===== src/rtl/vpc_pkg.sv =====
package vpc_pkg;
    typedef enum logic [1:0] {
        ACK_NONE = 2'b00,
        ACK_VEC  = 2'b01,
        ACK_SPUR = 2'b10
    } ack_kind_e;
endpackage


===== src/rtl/vpc_scan.sv =====
// Finds the highest set bit of a wide vector, word by word.
module vpc_scan #(
    parameter int NUM_VEC = 256,
    parameter int WORD_W  = 32,
    localparam int VEC_W     = $clog2(NUM_VEC),
    localparam int NUM_WORDS = NUM_VEC / WORD_W,
    localparam int WB        = $clog2(WORD_W)
) (
    input  logic [NUM_VEC-1:0] bits,
    output logic               found,
    output logic [VEC_W-1:0]   top
);
    logic [NUM_WORDS-1:0]    w_any;
    logic [NUM_WORDS*WB-1:0] w_idx_flat;

    for (genvar w = 0; w < NUM_WORDS; w++) begin : g_word
        logic [WB-1:0] idx_l;
        always_comb begin
            idx_l = '0;
            for (int b = 0; b < WORD_W; b++) begin
                if (bits[w*WORD_W + b]) idx_l = WB'(b);
            end
        end
        assign w_any[w]                  = |bits[w*WORD_W +: WORD_W];
        assign w_idx_flat[w*WB +: WB]    = idx_l;
    end

    always_comb begin
        found = 1'b0;
        top   = '0;
        for (int w = 0; w < NUM_WORDS; w++) begin
            if (w_any[w]) begin
                found = 1'b1;
                top   = VEC_W'(w * WORD_W) | VEC_W'(w_idx_flat[w*WB +: WB]);
            end
        end
    end
endmodule


===== src/rtl/vpc_dec.sv =====
// Index to one-hot mask.
module vpc_dec #(
    parameter int NUM_VEC = 256,
    localparam int VEC_W = $clog2(NUM_VEC)
) (
    input  logic [VEC_W-1:0]   idx,
    output logic [NUM_VEC-1:0] mask
);
    for (genvar i = 0; i < NUM_VEC; i++) begin : g_bit
        assign mask[i] = (idx == VEC_W'(i));
    end
endmodule


===== src/rtl/vpc_prio.sv =====
// Processor priority merge and delivery decision.
module vpc_prio #(
    parameter int VEC_W   = 8,
    parameter int CLASS_W = 4
) (
    input  logic [VEC_W-1:0] tpr,
    input  logic             isr_found,
    input  logic [VEC_W-1:0] isr_top,
    input  logic             irr_found,
    input  logic [VEC_W-1:0] irr_top,
    output logic             deliver,
    output logic             blocked
);
    localparam int SUB_W = VEC_W - CLASS_W;

    logic [CLASS_W-1:0] tpr_cls, isr_cls, irr_cls, ppr_cls;
    logic [VEC_W-1:0]   ppr;

    always_comb begin
        tpr_cls = tpr[VEC_W-1 -: CLASS_W];
        isr_cls = isr_top[VEC_W-1 -: CLASS_W];
        irr_cls = irr_top[VEC_W-1 -: CLASS_W];
        if (!isr_found || tpr_cls >= isr_cls) ppr = tpr;
        else                                  ppr = {isr_cls, {SUB_W{1'b0}}};
        ppr_cls = ppr[VEC_W-1 -: CLASS_W];
        deliver = irr_found && ((ppr == '0) || (irr_cls > ppr_cls));
        blocked = irr_found && !deliver;
    end
endmodule


===== src/rtl/vec_prio_core.sv =====
module vec_prio_core #(
    parameter int NUM_VEC = 256,
    parameter int WORD_W  = 32,
    parameter int CLASS_W = 4,
    localparam int VEC_W  = $clog2(NUM_VEC),
    localparam int SUB_W  = VEC_W - CLASS_W
) (
    input  logic               clk,
    input  logic               rst_n,
    input  logic               req_valid,
    input  logic [VEC_W-1:0]   req_vector,
    input  logic               req_level,
    input  logic               ack_req,
    output logic               ack_done,
    output logic [1:0]         ack_kind,
    output logic [VEC_W-1:0]   ack_vector,
    input  logic               eoi_strobe,
    input  logic               tpr_wr,
    input  logic [CLASS_W-1:0] tpr_val,
    input  logic               sw_enable,
    input  logic [VEC_W-1:0]   spur_vec,
    input  logic               directed_eoi_en,
    output logic               irq_out,
    output logic               bcast_valid,
    output logic [VEC_W-1:0]   bcast_vector
);
    import vpc_pkg::*;

    typedef struct packed {
        logic [NUM_VEC-1:0] irr;
        logic [NUM_VEC-1:0] isr;
        logic [NUM_VEC-1:0] tmr;
        logic [VEC_W-1:0]   tpr;
        logic               ack_done;
        ack_kind_e          ack_kind;
        logic [VEC_W-1:0]   ack_vec;
        logic               bc_valid;
        logic [VEC_W-1:0]   bc_vec;
    } state_t;

    state_t s_d, s_q;

    logic             irr_found, isr_found, deliver, blocked;
    logic [VEC_W-1:0] irr_top, isr_top;
    logic [NUM_VEC-1:0] req_mask, ack_mask, eoi_mask;

    vpc_scan #(.NUM_VEC(NUM_VEC), .WORD_W(WORD_W)) u_scan_irr (
        .bits(s_q.irr), .found(irr_found), .top(irr_top));
    vpc_scan #(.NUM_VEC(NUM_VEC), .WORD_W(WORD_W)) u_scan_isr (
        .bits(s_q.isr), .found(isr_found), .top(isr_top));

    vpc_prio #(.VEC_W(VEC_W), .CLASS_W(CLASS_W)) u_prio (
        .tpr(s_q.tpr), .isr_found(isr_found), .isr_top(isr_top),
        .irr_found(irr_found), .irr_top(irr_top),
        .deliver(deliver), .blocked(blocked));

    vpc_dec #(.NUM_VEC(NUM_VEC)) u_dec_req (.idx(req_vector), .mask(req_mask));
    vpc_dec #(.NUM_VEC(NUM_VEC)) u_dec_ack (.idx(irr_top),    .mask(ack_mask));
    vpc_dec #(.NUM_VEC(NUM_VEC)) u_dec_eoi (.idx(isr_top),    .mask(eoi_mask));

    always_comb begin
        s_d          = s_q;
        s_d.ack_done = 1'b0;
        s_d.ack_kind = ACK_NONE;
        s_d.ack_vec  = '0;
        s_d.bc_valid = 1'b0;
        s_d.bc_vec   = '0;

        if (tpr_wr) s_d.tpr = {tpr_val, {SUB_W{1'b0}}};

        if (eoi_strobe && isr_found) begin
            s_d.isr = s_d.isr & ~eoi_mask;
            if (s_q.tmr[isr_top] && !directed_eoi_en) begin
                s_d.bc_valid = 1'b1;
                s_d.bc_vec   = isr_top;
            end
        end

        if (ack_req) begin
            s_d.ack_done = 1'b1;
            if (sw_enable && deliver) begin
                s_d.ack_kind = ACK_VEC;
                s_d.ack_vec  = irr_top;
                s_d.irr      = s_d.irr & ~ack_mask;
                s_d.isr      = s_d.isr | ack_mask;
            end else if (sw_enable && blocked) begin
                s_d.ack_kind = ACK_SPUR;
                s_d.ack_vec  = spur_vec;
            end
        end

        if (req_valid) begin
            s_d.irr = s_d.irr | req_mask;
            if (req_level) s_d.tmr = s_d.tmr | req_mask;
            else           s_d.tmr = s_d.tmr & ~req_mask;
        end
    end

    always_ff @(posedge clk) begin
        if (!rst_n) s_q <= '0;
        else        s_q <= s_d;
    end

    assign irq_out      = sw_enable && deliver;
    assign ack_done     = s_q.ack_done;
    assign ack_kind     = s_q.ack_kind;
    assign ack_vector   = s_q.ack_vec;
    assign bcast_valid  = s_q.bc_valid;
    assign bcast_vector = s_q.bc_vec;
endmodule


===== config.mk =====
export PLATFORM = sky130hd
export DESIGN_NAME = vec_prio_core
export DESIGN_NICKNAME = d
export VERILOG_FILES = /design/src/rtl/vpc_pkg.sv /design/src/rtl/vpc_scan.sv /design/src/rtl/vpc_dec.sv /design/src/rtl/vpc_prio.sv /design/src/rtl/vec_prio_core.sv
export SDC_FILE = /design/constraint.sdc
export NUM_CORES = 2
export LEC_CHECK = 0
export ABC_AREA = 1
export ABC_CLOCK_PERIOD_IN_PS = 4500
export BUFFER_PORTS_ARGS = -buffer_cell sky130_fd_sc_hd__buf_2
export CORE_MARGIN = 4
export CORE_UTILIZATION = 30
export DETAILED_ROUTE_END_ITERATION = 6
export MAX_ROUTING_LAYER = met4
export PLACE_DENSITY = 0.52
export SETUP_SLACK_MARGIN = 0.02
export SYNTH_ARGS = -nofsm -noshare
export SYNTH_HDL_FRONTEND = slang
export SYNTH_SLANG_ARGS = --single-unit
export TNS_END_PERCENT = 5

===== constraint.sdc =====
create_clock -name clk -period 4.5 [get_ports clk]
set_input_delay 0.45 -clock clk [delete_from_list [all_inputs] [get_ports clk]]
set_output_delay 0.45 -clock clk [all_outputs]
set_load 0.02 [all_outputs]

# == After elaboration in Yosys (flattened, before gate mapping) ==
# Index checks and enable logic that the tools add are counted.
# totals
register_bits,792
inputBits,29
out_inout_bits,21
wordCells,1364
# op_classes
order_cmp,3
n_eq_ne,765
n_mux,540
bitwise,11
n_reduce_logical,35
# op_table
cell,n
"8-bit equality test, second input constant",384
"8-bit by 7-bit equality test with 1-bit output, second input constant",192
5-bit two-way mux,286
512-bit two-way mux,2
256-bit AND,3
"8-bit by 6-bit equality test with 1-bit output, second input constant",96
256-bit two-way mux,3
256-bit NOT,3
256-bit OR,3
32-bit OR reduction,16
4-bit two-way mux,112
"8-bit by 5-bit equality test with 1-bit output, second input constant",48
"8-bit by 4-bit equality test with 1-bit output, second input constant",24
3-bit two-way mux,56
"8-bit by 3-bit equality test with 1-bit output, second input constant",12
8-bit two-way mux,9
2-bit two-way mux,28
"8-bit by 2-bit equality test with 1-bit output, second input constant",6
1-bit two-way mux,33
8-bit logical NOT,4
7-bit two-way mux,4
"8-bit by 1-bit equality test with 1-bit output, second input constant",3
10-bit two-way mux,2
6-bit two-way mux,2
other kinds (13),23

# == Longest topological paths before layout ==
# depth
ltp_word,51
depth_mapped,54
mapped_depth_nobuf,52

# == By module ==
# From an unflattened synthesis, not the netlist that was laid out.
# hier_totals
cells_unflattened,7050
hier_area_um2,41896.4
# by_module_without_submodules
module,n_inst,cells_per_inst,area_per_inst_um2,seq_area_each_um2
vec_prio_core,1,4228,30556.8,15855.2
vpc_scan,2,860,3430.8,0.0
vpc_dec,3,348,1366.3,0.0
vpc_prio,1,58,379.1,0.0

# == Worst setup path after synthesis ==
# OpenSTA, ideal clock, no wires.
# synth_path
path_kind,register -> register
startpoint,register s_q[382] (netlist name)
endpoint,register s_q[729] (netlist name)
setup_time_ps,132
arrival_ps,4640
required_time_ps,4368
path_slack_ps,-273
stages_incl_launch_ff,37
n_path_buf,1
path_cell_list,dfxtp_1 -> or2_2 -> nor3_1 -> nand4_1 -> inv_1 -> o2111ai_1 -> o21ai_0 -> o21ai_0 -> nand2_1 -> nand2_1 -> a21oi_1 -> inv_1 -> ha_1 -> inv_1 -> a21boi_0 -> o21ai_0 -> nand2_1 -> a21oi_1 -> nand2_2 -> nor2_1 -> a21oi_1 -> ha_1 -> nand2_1 -> o21bai_1 -> nand2_1 -> o21ai_0 -> nand2_1 -> inv_2 -> nor2_4 -> inv_2 -> nor2_2 -> nand3_2 -> nor2_1 -> buf_4 -> nand3_1 -> nand2_1 -> a21oi_1
# synth_via
elab_chain_len,17
word_cells_on_any_way,24
# synth_rtl
element,line_no,text
"start, declared",vec_prio_core.sv:41,"state_t s_d, s_q;"
"start signal, assigned",vec_prio_core.sv:100,if (!rst_n) s_q <= '0;
"start signal, assigned",vec_prio_core.sv:101,else s_q <= s_d;
32-bit OR reduction (*),vpc_scan.sv:24,assign w_any[w] = |bits[w*WORD_W +: WORD_W];
7-bit two-way mux (*),vpc_scan.sv:32,if (w_any[w]) begin
8-bit two-way mux (*) (4 in series),vpc_scan.sv:32,
net isr_top[4],vec_prio_core.sv:44,"logic [VEC_W-1:0] irr_top, isr_top;"
4-bit >= comparator,vpc_prio.sv:23,if (!isr_found || tpr_cls >= isr_cls) ppr = tpr;
1-bit logical OR,vpc_prio.sv:23,
8-bit two-way mux (*),vpc_prio.sv:23,
4-bit > comparator / 8-bit logical NOT (equally long branches),vpc_prio.sv:26,deliver = irr_found && ((ppr == '0) || (irr_cls > ppr_cls));
1-bit logical OR (*),vpc_prio.sv:26,
1-bit logical AND (*),vpc_prio.sv:26,
1-bit logical AND (*),-,
net irq_out,vec_prio_core.sv:23,"output logic irq_out,"
512-bit two-way mux (*),vec_prio_core.sv:81,if (sw_enable && deliver) begin
512-bit two-way mux (*),vec_prio_core.sv:79,if (ack_req) begin
256-bit OR,vec_prio_core.sv:93,s_d.irr = s_d.irr | req_mask;
256-bit two-way mux (*),vec_prio_core.sv:92,if (req_valid) begin
# The timed path passes the listed nets; every way through them passes the cells marked *.
# A chain may end at the register's enable or synchronous reset.

# == Final worst setup path ==
# layout_path
startpoint,register s_q[341] (netlist name)
endpoint,register s_q[788] (netlist name)
# layout_via
elab_chain_len,25
word_cells_on_any_way,35
# layout_rtl
element,line_no,text
5-bit two-way mux (7 in series),vpc_scan.sv:21,if (bits[w*WORD_W + b]) idx_l = WB'(b);
6-bit two-way mux (*),vpc_scan.sv:32,
7-bit two-way mux (*) (2 in series),vpc_scan.sv:32,
8-bit two-way mux (*) (4 in series),vpc_scan.sv:32,
net isr_top[4],vec_prio_core.sv:44,
4-bit >= comparator,vpc_prio.sv:23,
1-bit logical OR,vpc_prio.sv:23,
8-bit two-way mux (*),vpc_prio.sv:23,
4-bit > comparator / 8-bit logical NOT (equally long branches),vpc_prio.sv:26,
1-bit logical OR (*),vpc_prio.sv:26,
1-bit logical AND (*),vpc_prio.sv:26,
1-bit logical AND (*),vec_prio_core.sv:81,
512-bit two-way mux (*),vec_prio_core.sv:81,
512-bit two-way mux (*),vec_prio_core.sv:79,
256-bit OR,vec_prio_core.sv:93,
256-bit two-way mux (*),vec_prio_core.sv:92,
# Marks and branches as above.

==> load_flow_metrics.sql <==
INSERT INTO impl_metrics (metric_group, metric, value, unit) VALUES
('global_routing', 'grt_pass1_vias', '39581', ''),
('routing', 'avgViaCountPerCell', '5.03', ''),
('sta', 'timing.slew.headroom', '14.3', '%'),
('setup_path', 'critical_path.slowest_cell', 'dfxtp_1', ''),
('placement', 'dp_hpwl', '130', 'mm'),
('floorplanning', 'starting_density_of_the_core', '30.3', '%'),
('final_layout', 'fillerInstances', '13509', ''),
('synth', 'synth.area.mux_share', '0', '%'),
('sta', 'worst_clock_skew', '0.0381', 'ns'),
('routing', 'num_vias', '43232', ''),
('setup_path', 'timing_worst_setup_path_type', 'reg2reg', ''),
('synth', 'synthesis.yosys.warnings', '0', ''),
('flow_run', 'timing.max_cap.violations', '0', ''),
('synth', 'synth-compound-area-share', '19.0', '%'),
('synth', 'synth_top_family_by_area', 'simple AND/OR/NAND/NOR gates', ''),
('clock_network', 'cts_buffers', '93', ''),
('sta', 'maxSlewViolCount', '0', ''),
('floorplanning', 'fp.dieW', '368', 'um'),
('synth', 'synthArstFlopShare', '0', '%'),
('synth', 'synthesis.area', '38800', 'um2'),
('floorplanning', 'placement_rows', '131', ''),
('clock_network', 'cts.htree.levels', '3', ''),
('setup_path', 'crit_path_start_kind', 'register', ''),
('setup_path', 'timing.critical_path.required', '5.03', 'ns'),
('global_routing', 'grt_start_max_net_pins', '122', ''),
('synth', 'syn_area_per_cell', '6.32', 'um2'),
('floorplanning', 'fp.dieArea', '135000', 'um2'),
('synth', 'ys_seq_elements', '792', ''),
('min_path', 'min-delay-path-class', 'in2reg', ''),
('final_layout', 'layout.cells.most_common_list', '1,526 x nand2_1, 802 x nor2_1, 784 x dfxtp_1, 763 x inv_1, 718 x a21oi_1', ''),
('routing', 'dr.first_iter.drc_count', '4757', ''),
('routing', 'totalWireLength', '187', 'mm'),
('synth', 'synth_xor_area_share', '0', '%'),
('sta', 'timing.final.crit_share', '117', '%'),
('setup_path', 'crit_path_max_fanout', '8', ''),
('synth', 'synth_fa_ha_area_share', '0.258', '%'),
('status', 'status', 'finished with violations', ''),
('final_layout', 'area_growth', '33.4', '%'),
('synth', 'postSynthCellCount', '6144', ''),
('pwr', 'power_per_cell_area', '350', 'nW/um2'),
('placement', 'place_congestion', '1.02', ''),
('global_routing', 'antenna_violations_before_repair', '6', ''),
('setup_path', 'crit_arrival', '5.78', 'ns'),
('global_routing', 'grt_overflow_total', '0', ''),
('floorplanning', 'die_height', '368', 'um'),
('floorplanning', 'ioPinCount', '50', ''),
('routing', 'drc_errors', '0', ''),
('placement', 'port-buffer-count', '49', ''),
('floorplanning', 'coreArea', '128000', 'um2'),
('synth', 'synth_simple_gate_area_share', '29.0', '%'),
('placement', 'post_dp_cell_area', '47100', 'um2'),
('sta', 'setup_slack', '-0.749', 'ns'),
('synth', 'syn-num-nets', '6181', ''),
('final_layout', 'final_instance_area', '51800', 'um2'),
('clock_network', 'clk_transition_reported_paths', '0.06', 'ns'),
('clock_network', 'tritoncts_clock_tree', 'yes', ''),
('final_layout', 'post_route_cells_drive_above_1_share', '19.5', '%'),
('routing', 'post_drt_wl_per_cell', '21.8', 'um'),
('sta', 'max_freq', '191', 'MHz'),
('placement', 'dp_cells', '8400', ''),
('final_layout', 'final-instance-count-excl-fill', '8603', ''),
('sta', 'finalHoldViolCount', '0', ''),
('setup_path', 'cp-end-kind', 'register', ''),
('sta', 'layout_min_cycle_time', '5.25', 'ns'),
('clock_network', 'cts_root_buf', 'clkbuf_16', ''),
('final_layout', 'nets', '6832', ''),
('routing', 'final_antenna_net_count', '0', ''),
('clock_network', 'insertion_delay', '0.71', 'ns'),
('synth', 'post_synth_edffs', '0', ''),
('sta', 'worst-slew-pin-transition', '1.28', 'ns'),
('status', 'violations_in_the_final_reports', 'negative setup slack', ''),
('global_routing', 'grt_pass1_wl', '266', 'mm'),
('clock_network', 'cts_num_sinks', '792', ''),
('clock_network', 'clock_tree.buffer_depth', '3', ''),
('synth', 'synth.yosys.seq_area_share', '40.8', '%'),
('final_layout', 'post-route-util', '40.5', '%'),
('sta', 'setup_repair_after_global_routing_missed_its_margin', 'true', ''),
('setup_path', 'crit_path_max_incr_delay', '0.32', 'ns'),
('final_layout', 'final_common_cell', 'nand2_1', ''),
('synth', 'synthDistinctLibCells', '46', ''),
('global_routing', 'grt.total_usage', '27.2', '%'),
('synth', 'ys_dominant_reg_cell', 'dfxtp_1', ''),
('pwr', 'ir_drop', '0.000233', 'V'),
('pwr', 'p_leak', '0.0214', 'uW'),
('routing', 'drtPass1Iterations', '6', ''),
('sta', 'setup-violations-final', '522', '');
==> path summary, 6_finish.rpt <==
path	from	endpoint	depth (start not counted)	slack, ns
worst min register to register	register	register	2	0.45
worst max-delay path	s_q[341]$_SDFF_PN0_	s_q[788]$_SDFF_PN0_	40	-0.75
worst min-delay path	tpr_val[3]	s_q[27]$_SDFFE_PN0P_	3	0.03
worst max register to register	s_q[341]$_SDFF_PN0_	s_q[788]$_SDFF_PN0_	40	-0.75
==> report_power, final <==
part / total (uW) / internal (uW) / switching [uW]
Clock: 7930 / 4690 / 3240
Combinational: 3150 / 1040 / 2110
Sequential: 7040 / 7030 / 11.0
==> cell usage after synthesis, types with 2 or more instances <==
cell type,n,area share (%)
nand2_1,1620,16
nor2_1,863,8.3
dfxtp_1,792,41
inv_1,777,7.5
a21oi_1,759,9.8
o21ai_0,581,7.5
nand3_1,246,3.2
clkbuf_1,215,2.1
buf_2,36,0.46
buf_4,29,0.56
o21ai_1,25,0.32
a31oi_1,19,0.31
o21bai_1,19,0.37
clkinv_1,13,0.13
nand4_1,12,0.19
nor4_1,12,0.19
inv_2,11,0.11
nor3_1,11,0.14
buf_1,10,0.097
nor2_2,10,0.16
nor4_2,9,0.29
ha_1,8,0.26
nand3b_1,8,0.15
nor2_4,8,0.23
nor3_2,8,0.21
and3_1,6,0.097
o311ai_0,6,0.14
o211ai_1,5,0.097
nand2_2,3,0.048
o31ai_1,3,0.058
a2111oi_0,2,0.045
a21oi_4,2,0.084
a311oi_1,2,0.045
o2111ai_1,2,0.045
==> critical path: cells and delay by family, from the launching register on <==
family | cells | cell delay (ns)
flops | 1 | 0.32
fa+ha+maj | 2 | 0.52
simple gates | 17 | 1.91
buf+inv | 9 | 0.96
compound gates | 12 | 1.33
==> routing by layer <==
metal	up-vias	share of wire, %	track usage (%)
li1	20808	-	-
met1	20222	44	36.3
met2	1752	43	41.0
met3	450	8.0	3.96
met4	0	5.0	11.4
met5	-	0	-
==> what timing repair did <==
| item | in CTS | in global routing |
|---|---|---|
| setup endpoints to repair | 530 | 532 |
| endpoints found under the hold margin | 9 | 0 |
| buffers inserted | 6 | 9 |
| pin swaps | 25 | 62 |
| resized for setup | 61 | 267 |
| hold buffers | 9 | 0 |
| gates cloned | 0 | 6 |
==> layout make-up <==
type / instances / area [um2] / share of cell area, %
Clock buffer: 141 / 2810 / 5.42
Clock inverter: 27 / 347 / 0.669
Tap cell: 1729 / 2160 / 4.17
Multi-Input combinational cell: 4260 / 20100 / 38.7
Inverter: 801 / 3040 / 5.86
Timing Repair Buffer: 847 / 7500 / 14.5
Sequential cell: 792 / 15900 / 30.6
Antenna cell: 6 / 15.0 / 0.0290
==> metrics by stage <==
stage	power (uW)	setup TNS [ns]	hold slack (ns)	setup WS [ns]
after floorplan	8280	0	0.420	0.00238
after global placement	10100	-428.90	0.438	-1.56
after detailed placement	10100	-392.64	0.442	-0.923
after CTS	18000	-261.62	0.00181	-0.672
after global routing	18600	-420.48	0.0140	-0.940
final	18100	-299.59	0.0337	-0.749
==> logic make-up (layout without fill, tap and decap cells) <==
family / count (synthesis) / after routing
and+or+nand+nor: 2819 / 2819
adders and majority gates: 8 / 8
other: 0 / 6
AOI/OAI and AO/OA: 1433 / 1433
DFF: 792 / 792
buffers and inverters: 1092 / 1816
(Power assumes the default switching activity.)
